File: src/rtl/serial_addr_target_pkg.sv
package serial_addr_target_pkg;
  parameter int AW = 8;
  typedef logic [AW-1:0] addr_t;
  localparam addr_t NOBODY = '1;

  // A shifted address selects this device only when it is equal and not reserved.
  function automatic logic addr_hit(input addr_t shifted, input addr_t own);
    return (shifted == own) && (shifted != NOBODY);
  endfunction

  // Shift one serial bit in at the LSB, with the MSB arriving first.
  function automatic addr_t shift_in(input addr_t cur, input logic b);
    return {cur[AW-2:0], b};
  endfunction
endpackage

File: src/rtl/bus_sync.sv
module bus_sync #(
  parameter int N = 3,
  parameter int STAGES = 2,
  parameter logic [N-1:0] INIT = '0
) (
  input  logic         clk,
  input  logic         rst_n,
  input  logic [N-1:0] din,
  output logic [N-1:0] q
);
  logic [N-1:0] stg [STAGES];

  always_ff @(posedge clk or negedge rst_n) begin
    if (!rst_n) begin
      for (int i = 0; i < STAGES; i++) stg[i] <= INIT;
    end else begin
      stg[0] <= din;
      for (int i = 1; i < STAGES; i++) stg[i] <= stg[i-1];
    end
  end

  assign q = stg[STAGES-1];
endmodule

File: src/rtl/addr_stage.sv
module addr_stage
  import serial_addr_target_pkg::*;
(
  input  logic  clk,
  input  logic  rst_n,
  input  logic  sck_rise,
  input  logic  sel_low,
  input  logic  sel_open,
  input  logic  sel_close,
  input  logic  mosi,
  input  addr_t own_addr,
  output logic  selected,
  output logic  select_pulse
);
  addr_t shift_q;

  assign select_pulse = sel_close && addr_hit(shift_q, own_addr);

  always_ff @(posedge clk or negedge rst_n) begin
    if (!rst_n) begin
      shift_q  <= '0;
      selected <= 1'b0;
    end else begin
      if (sel_open) selected <= 1'b0;
      if (sck_rise && sel_low) shift_q <= shift_in(shift_q, mosi);
      if (sel_close) selected <= select_pulse;
    end
  end

  a_r1_addr_shift: assert property (@(posedge clk) disable iff (!rst_n)
    (sck_rise && sel_low) |=> (shift_q[0] == $past(mosi)));
  a_r2_drop_on_open: assert property (@(posedge clk) disable iff (!rst_n)
    sel_open |=> !selected);
  a_r4_nobody: assert property (@(posedge clk) disable iff (!rst_n)
    (sel_close && shift_q == NOBODY) |=> !selected);
endmodule

File: src/rtl/data_stage.sv
module data_stage
  import serial_addr_target_pkg::*;
#(
  parameter int DW = 8,
  parameter logic [DW-1:0] CFG_CMD = 8'hA5,
  parameter addr_t RESET_ADDR = '0
) (
  input  logic          clk,
  input  logic          rst_n,
  input  logic          sck_rise,
  input  logic          active,
  input  logic          load_start,
  input  logic          mosi,
  input  logic [DW-1:0] tx_data,
  output logic [DW-1:0] rx_data,
  output logic          rx_valid,
  output logic          tx_ack,
  output logic          miso_bit,
  output addr_t         dev_addr,
  output logic          configured
);
  localparam int CW = $clog2(DW);
  localparam logic [CW-1:0] LAST = CW'(DW - 1);

  logic [DW-1:0] rx_sh, tx_sh;
  logic [CW-1:0] cnt;
  logic          cfg_pend;
  logic [DW-1:0] byte_now;
  logic          bit_step, byte_end;

  assign bit_step = sck_rise && active;
  assign byte_end = bit_step && (cnt == LAST);
  assign byte_now = {rx_sh[DW-2:0], mosi};
  assign miso_bit = tx_sh[DW-1];

  always_ff @(posedge clk or negedge rst_n) begin
    if (!rst_n) begin
      rx_sh <= '0; tx_sh <= '0; cnt <= '0; cfg_pend <= 1'b0;
      rx_data <= '0; rx_valid <= 1'b0; tx_ack <= 1'b0;
      dev_addr <= RESET_ADDR; configured <= 1'b0;
    end else begin
      rx_valid <= 1'b0;
      tx_ack   <= 1'b0;
      if (load_start) begin
        cnt <= '0; tx_sh <= tx_data; tx_ack <= 1'b1; cfg_pend <= 1'b0;
      end else if (bit_step) begin
        rx_sh <= byte_now;
        tx_sh <= {tx_sh[DW-2:0], 1'b0};
        cnt   <= cnt + 1'b1;
        if (byte_end) begin
          cnt    <= '0;
          tx_sh  <= tx_data;
          tx_ack <= 1'b1;
          if (cfg_pend) begin
            cfg_pend <= 1'b0;
            if (byte_now[AW-1:0] != NOBODY) begin
              dev_addr   <= byte_now[AW-1:0];
              configured <= 1'b1;
            end
          end else if (byte_now == CFG_CMD) begin
            cfg_pend <= 1'b1;
          end else begin
            rx_data  <= byte_now;
            rx_valid <= 1'b1;
          end
        end
      end
    end
  end

  a_r5_rx_needs_select: assert property (@(posedge clk) disable iff (!rst_n)
    rx_valid |-> $past(active));
  a_r7_cfg_after_cmd: assert property (@(posedge clk) disable iff (!rst_n)
    $rose(configured) |-> $past(cfg_pend));
  a_r8_tx_shift: assert property (@(posedge clk) disable iff (!rst_n)
    (bit_step && !byte_end && !load_start) |=> (miso_bit == $past(tx_sh[DW-2])));
endmodule

File: src/rtl/serial_addr_target.sv
module serial_addr_target
  import serial_addr_target_pkg::*;
#(
  parameter int DW = 8,
  parameter int SYNC_STAGES = 2
) (
  input  logic          clk,
  input  logic          rst_in_n,
  input  logic          bus_sck,
  input  logic          bus_sel_n,
  input  logic          bus_mosi,
  output logic          bus_miso,
  output logic          bus_miso_oe,
  output logic          rst_out_n,
  output logic [DW-1:0] loc_rx_data,
  output logic          loc_rx_valid,
  input  logic [DW-1:0] loc_tx_data,
  output logic          loc_tx_ack,
  output addr_t         dev_addr,
  output logic          dev_configured
);
  logic [2:0] sync_q;
  logic sck_s, sel_n_s, mosi_s, sck_d, sel_n_d;
  logic sck_rise, sel_open, sel_close;
  logic selected, select_pulse, active, miso_bit;

  bus_sync #(.N(3), .STAGES(SYNC_STAGES), .INIT(3'b110)) u_sync (
    .clk(clk), .rst_n(rst_in_n),
    .din({bus_sck, bus_sel_n, bus_mosi}), .q(sync_q));

  assign {sck_s, sel_n_s, mosi_s} = sync_q;

  always_ff @(posedge clk or negedge rst_in_n) begin
    if (!rst_in_n) begin
      sck_d <= 1'b1; sel_n_d <= 1'b1;
    end else begin
      sck_d <= sck_s; sel_n_d <= sel_n_s;
    end
  end

  assign sck_rise  = sck_s & ~sck_d;
  assign sel_open  = sel_n_d & ~sel_n_s;
  assign sel_close = ~sel_n_d & sel_n_s;

  addr_stage u_addr (
    .clk(clk), .rst_n(rst_in_n), .sck_rise(sck_rise), .sel_low(~sel_n_s),
    .sel_open(sel_open), .sel_close(sel_close), .mosi(mosi_s),
    .own_addr(dev_addr), .selected(selected), .select_pulse(select_pulse));

  assign active = selected & sel_n_s;

  data_stage #(.DW(DW)) u_data (
    .clk(clk), .rst_n(rst_in_n), .sck_rise(sck_rise), .active(active),
    .load_start(select_pulse), .mosi(mosi_s), .tx_data(loc_tx_data),
    .rx_data(loc_rx_data), .rx_valid(loc_rx_valid), .tx_ack(loc_tx_ack),
    .miso_bit(miso_bit), .dev_addr(dev_addr), .configured(dev_configured));

  assign bus_miso_oe = active;
  assign bus_miso    = active ? miso_bit : 1'b0;
  assign rst_out_n   = rst_in_n & dev_configured;

  a_r3_quiet_in_addr_phase: assert property (@(posedge clk) disable iff (!rst_in_n)
    sel_open |=> !bus_miso_oe);
  a_r6_hold_until_cfg: assert property (@(posedge clk) disable iff (!rst_in_n)
    !dev_configured |-> !rst_out_n);
endmodule

File: config.mk
export PLATFORM = sky130hd
export DESIGN_NAME = serial_addr_target
export DESIGN_NICKNAME = d
export VERILOG_FILES = /design/src/rtl/serial_addr_target_pkg.sv /design/src/rtl/bus_sync.sv /design/src/rtl/addr_stage.sv /design/src/rtl/data_stage.sv /design/src/rtl/serial_addr_target.sv
export SDC_FILE = /design/constraint.sdc
export NUM_CORES = 1
export LEC_CHECK = 0
export BUFFER_PORTS_ARGS = -buffer_cell sky130_fd_sc_hd__buf_2
export CELL_PAD_IN_SITES_DETAIL_PLACEMENT = 1
export CELL_PAD_IN_SITES_GLOBAL_PLACEMENT = 2
export CORE_ASPECT_RATIO = 2
export CORE_MARGIN = 1
export CORE_UTILIZATION = 25
export CTS_BUF_LIST = sky130_fd_sc_hd__clkbuf_16
export DETAILED_ROUTE_END_ITERATION = 8
export HOLD_SLACK_MARGIN = 0.05
export PLACE_DENSITY_LB_ADDON = 0.08
export SLEW_MARGIN = 20
export SYNTH_ARGS = -nofsm -noshare
export SYNTH_HDL_FRONTEND = slang
export SYNTH_HIERARCHICAL = 1
export SYNTH_SLANG_ARGS = --single-unit
File: constraint.sdc
create_clock -name clk -period 2.3 [get_ports clk]
set_input_delay 0.345 -clock clk [delete_from_list [all_inputs] [get_ports clk]]
set_output_delay 0.345 -clock clk [all_outputs]
set_load 0.05 [all_outputs]
### Word-level counts from Yosys, hierarchy flattened

Cells that the tools add are included.

* memories kept: 0
* input port bits: 13
* word-level logic and storage cells: 66
* bits in writable memories: 0
* bits in latches: 0
* register bits: 55
* ROM bits: 0
* output and inout port bits: 22

* reductions and logical operators: 12
* div/mod/pow operators: 0
* equal/unequal tests: 5
* multiplexer cells: 22
* $add $sub $neg: 1
* multiply operators: 0
* bitwise logic cells: 11
* $lt $le $gt $ge: 0
* shifts and indexed selects: 0

Operators by type and width (number)
* 2-to-1 mux 8 bit: 3
* 2-to-1 mux 1 bit: 16
* inequality test 8 bit (second input constant): 2
* AND reduction 5 bit: 2
* 2-to-1 mux 3 bit: 3
* equality test 8 bit: 1
* equality test 8 bit (second input constant): 1
* inverter 1 bit: 6
* nonzero test 2 bit: 3
* bitwise AND 1 bit: 5
* logical AND 1 bit: 5
* AND reduction 2 bit: 2
* adder 3 x 1 -> 3 bit (second input constant): 1
* equality test 3 bit (second input constant): 1

### Logic depth before layout (Yosys ltp)

* word-level depth: 7
* gate-level depth with buffers: 9
* mapped depth without buffers: 6

### Hierarchy

The synthesis kept the hierarchy.

By module, submodules not included
* data_stage: cells an instance 113, times used 1, sequential area each 950.9 um^2, area each 1579.0 um^2
* addr_stage: cells an instance 35, times used 1, sequential area each 225.2 um^2, area each 460.4 um^2
* bus_sync: cells an instance 9, times used 1, sequential area each 155.1 um^2, area each 177.7 um^2
* serial_addr_target: cells an instance 9, times used 1, sequential area each 52.6 um^2, area each 93.8 um^2

### Least setup slack after synthesis

OpenSTA, ideal clock, no wires.

* path kind: register -> register
* start point: register u_data.dev_addr[2]
* end point: register u_data.rx_data[0]
* data required time: 2.175 ns
* data arrival time: 2.170 ns
* library setup time: 0.125 ns
* path slack: 0.005 ns
* cell stages (with the launch flop): 8
* clock period less this slack: 2.295 ns
* path buffers: 1
* cell sequence: dfrtp_1 -> nand4_1 -> o211ai_2 -> nor3_1 -> buf_6 -> nand4b_4 -> a211oi_4 -> mux2_2

* cells in the longest elaborated chain, start to end: 5

Ends and longest elaborated chain
* from (decl): RTL line data_stage.sv:19 `output addr_t dev_addr,`
* from (signal assigned): RTL line data_stage.sv:57 `dev_addr <= byte_now[AW-1:0];`
* equality test 8 bit: RTL line serial_addr_target_pkg.sv:8 `return (shifted == own) && (shifted != NOBODY);`
* logical AND 1 bit: RTL line serial_addr_target_pkg.sv:8
* logical AND 1 bit: RTL line addr_stage.sv:17 `assign select_pulse = sel_close && addr_hit(shift_q, own_addr);`
* named net select_pulse: RTL line serial_addr_target.sv:25 `logic selected, select_pulse, active, miso_bit;`
* inverter 1 bit (no source line)
* AND reduction 5 bit (no source line)
* to (signal assigned): RTL line data_stage.sv:63 `rx_data <= byte_now;`
* to (decl): RTL line data_stage.sv:15 `output logic [DW-1:0] rx_data,`

The timed path passes the listed nets, and every way through them passes these cells.
A chain may end at the register's enable or synchronous reset.

### Final worst setup path

* start point: register u_addr.shift_q[0]
* end point: register u_data.rx_data[4]

* cells in the longest elaborated chain, start to end: 5
* elaborated cells between the ends (all ways): 6
* those cells by class: eq/ne (2); bitwise (1); reduce/logical (3)

Ends and longest elaborated chain
* from (decl): RTL line addr_stage.sv:15 `addr_t shift_q;`
* from (signal assigned): RTL line addr_stage.sv:25 `if (sck_rise && sel_low) shift_q <= shift_in(shift_q, mosi);`
* equality test 8 bit or inequality test 8 bit (tied branches): RTL line serial_addr_target_pkg.sv:8
* logical AND 1 bit *: RTL line serial_addr_target_pkg.sv:8
* logical AND 1 bit *: RTL line addr_stage.sv:17
* named net select_pulse: RTL line serial_addr_target.sv:25
* inverter 1 bit (no source line) *
* AND reduction 5 bit (no source line) *

Mark *: on every way through the listed nets, which the timed path passes. The rest lies on a longest branch.

==> run metrics <==
vias in the first global route 1652; worst min path class input pin to flip-flop; cell chain of the critical path nand4_1 -> o211ai_2 -> nor3_1 -> nand4b_4 -> a211oi_4 -> mux2_2; half-perimeter wire length after placement 3.98 mm; number of buffers added by the clock tree synthesis step 5; switching fraction of total power 25.6%; max-slew headroom at the worst pin a little over half; critical path type flip-flop to flip-flop; top area cells in the synthesized netlist dfrtp_1 (53%), mux2_2 (11%), dfstp_2 (6.8%); total of flip-flops plus latches after synthesis 55; clock slew seen by the registers of the worst setup and hold paths 0.07 ns; number of input and output port buffers inserted 34; synthesis-to-finish area growth 21.8%; slew at the pin closest to its max-slew limit about 0.7 ns; reported net switching power 669 uW; unrepaired setup endpoints after global routing no; startpoint of the tightest hold check path bus_sel_n; Setup crit start u_addr/shift_q[0]; initial antenna violation count 0; starting density of the core ~26%; CTS max path bufs 2; Critical path buffers and inverters 0; Reg power frac 48.9%; area taken by multi-input logic gates 876 sq um; WHS Path Cells 1; clock sink count 55; hold-fix buffer count after cts 0; total of cells resized after clock tree synthesis 0; Post-synth ARST share 100%; Syn Inst Count 166; maxcap violations 0; Die Wd 70.0 um; CORE AREA 8950 sq um; cell area after synthesis 2310 sq um; r2r worst-path depth 6; row cnt 49; deepest level of the CTS H-tree 2; top achievable clock speed 0.476 GHz; final routed wire length divided by cell count roughly 17 um; Tcrit/Tclk final 91.3%; via count normalized by instance count 4.62; combined flip-flop and latch cell area 1380 sq um; worst setup slack for register-to-register paths between 0.2 and 0.25 ns; final critical-path required period 2.10 ns; clock latency on the worst-skew pair 0.29 ns; Critical Path Start Type flip-flop; maximum VDD drop 0.373 mV; drt first pass iters 3; count of flip-flops with a built-in enable after synthesis 0; final-stage net count about 220; Yosys warning count 6; dominant register cell in the synthesized netlist dfrtp_1; number of primary I/O pins 35; wire length of the first global-routing pass 8.80 mm; fraction of post-synthesis cell area in the top cell type by area between 50% and 60%; clock root buffer clkbuf_16; Die Height 138 um; diode count 0; antenna violation net count after detailed routing 0; count of vias placed by the detailed router 1432; crit path capture type flip-flop; Total Negative Setup Slacks 0 ns; number of setup buffers added after CTS 0; RePlAce Congestion between 0.7 and 0.8; fraction of power consumed by the clock network 37.2%; fraction of final layout cells sized beyond drive strength 1 41.3%; post-synth net total around 180; origin of the critical flop-to-flop path u_addr/shift_q[0]; max incr delay on CP 0.47 ns; fill cell instance count of the final layout 995; pin count of the biggest net entering global routing 56; run status completed; Leak Pwr 0.00143 uW; Synth area leader dfrtp_1; portion of the post-synthesis area used by sequential elements 59.9%; R2R Path End u_data/rx_data[4]; Crit path arrival time 2.28 ns; number of pins with negative max-slew slack in the final report 0; number of hold-slack violations in the final timing report 0; overall global routing resource usage 12.2%; area post-placement 2620 sq um; mean cell area of the mapped netlist between 10 and 15 sq um; Crit path required time 2.48 ns; number of distinct library cells after synthesis 35; clk_skew 0.00446 ns; finished layout cell area 2820 sq um; TritonCTS clock tree built; total setup violations reported at the end of the flow 0; wire length reported by the detailed router 5.23 mm; Power per Cell Area 930 nW/um^2; Power Internal 1950 uW; Die Footprint 9660 sq um; 1st-iter DRT viols 17; maximum net fanout on the critical path 9; DRC violation count after routing 0; Critical-path top delay cell a211oi_4; cell class contributing the biggest share of worst-path delay compound AO/OA/AOI/OAI gates; part of the power in combinational logic approximately 14%; worst hold endpoint u_sync/stg[4]; aggregate global routing overflow 0
[how the worst max path moves through the flow]
| stage | end | slack [ns] | cells past startpoint |
|---|---|---|---|
| after floorplan | u_data/rx_data[0] | 0.005 | 7 |
| after global placement | u_data/rx_data[0] | 0.17 | 6 |
| after detailed placement | u_data/rx_data[4] | 0.14 | 6 |
| after CTS | u_data/rx_data[4] | 0.12 | 6 |
| after global routing | u_data/rx_data[6] | 0.02 | 6 |
| final | u_data/rx_data[4] | 0.20 | 6 |
[layout make-up]
cell class | instances | share of cell area (%)
repair buffers | 40 | 8.09
clock buffers | 5 | 4.44
flip-flops and latches | 55 | 49.2
multi-input cells | 103 | 31.1
inverters | 2 | 0.267
well taps | 102 | 4.53
clock inverters | 3 | 2.40
[cell families after synthesis]
group	share of synthesized area, %
flops	59.9
compound gates	5.63
xor+xnor	3.36
fa+ha+maj	1.08
simple gates	9.26
buf+inv	2.22
mux	18.6
[synth_stat cells, drive strengths merged, types with 2 or more instances]
cell type and n:
dfstp 6, nor2b 3, and4 2, and2 2, xnor2 8, ha 2
o31ai 2, nand4 3, dfrtp 49, mux2i 8, nor2 6, inv 2
o21ai 10, nand4b 2, a21oi 2, buf 6, nand2 13, mux2 31
[registers in the layout, summed over array words and instances (netlist names)]
name and flops:
sck_d 1, sel_n_d 1, u_addr/selected 1, u_addr/shift_q 8, u_data/cfg_pend 1, u_data/cnt 3, u_data/configured 1, u_data/dev_addr 8
u_data/rx_data 8, u_data/rx_sh 7, u_data/rx_valid 1, u_data/tx_ack 1, u_data/tx_sh 8, u_sync/q 3, u_sync/stg 3
[cells in the final DEF, fill, tap and decap left out, drive strengths merged, types with 2 or more instances in the layout]
master and n:
a21oi 2, and2 2, and4 2, buf 40
bufinv 2, clkbuf 5, dfrtp 49, dfstp 6
ha 2, inv 2, mux2 31, mux2i 8
nand2 13, nand4 3, nand4b 2, nor2 6
nor2b 3, o21ai 10, o31ai 2, xnor2 8
[power groups by stage]
| stage | clock [uW] | sequential, uW | combinational (uW) |
|---|---|---|---|
| 5_1_grt | 1050 | 1320 | 413 |
| 4_1_cts | 1010 | 1290 | 381 |
| 2_1_floorplan | 0 | 1250 | 288 |
| 3_3_place_gp | 0 | 1300 | 363 |
| 6_report | 973 | 1280 | 364 |
| 3_5_place_dp | 0 | 1310 | 380 |
[per-layer routing]
layer	vias to the layer above	global-route usage [%]	part of all wire, %
met2	29	23.0	57
met4	0	5.67	2.1
li1	667	-	-
met3	7	2.76	3.5
met5	-	0	0
met1	729	12.5	37
[through the flow]
stage	util (%)	hold slack, ns	instances	setup WS (ns)	power (uW)
floorplan	-	0.0494	166	0.00508	1540
global route	31.5	0.132	310	0.0196	2780
CTS	31.5	0.138	310	0.121	2680
finish	31.5	0.150	310	0.201	2620
detailed placement	29.3	0.347	302	0.137	1690
global placement	29.3	0.342	302	0.173	1660
(Power assumes the default switching activity.)
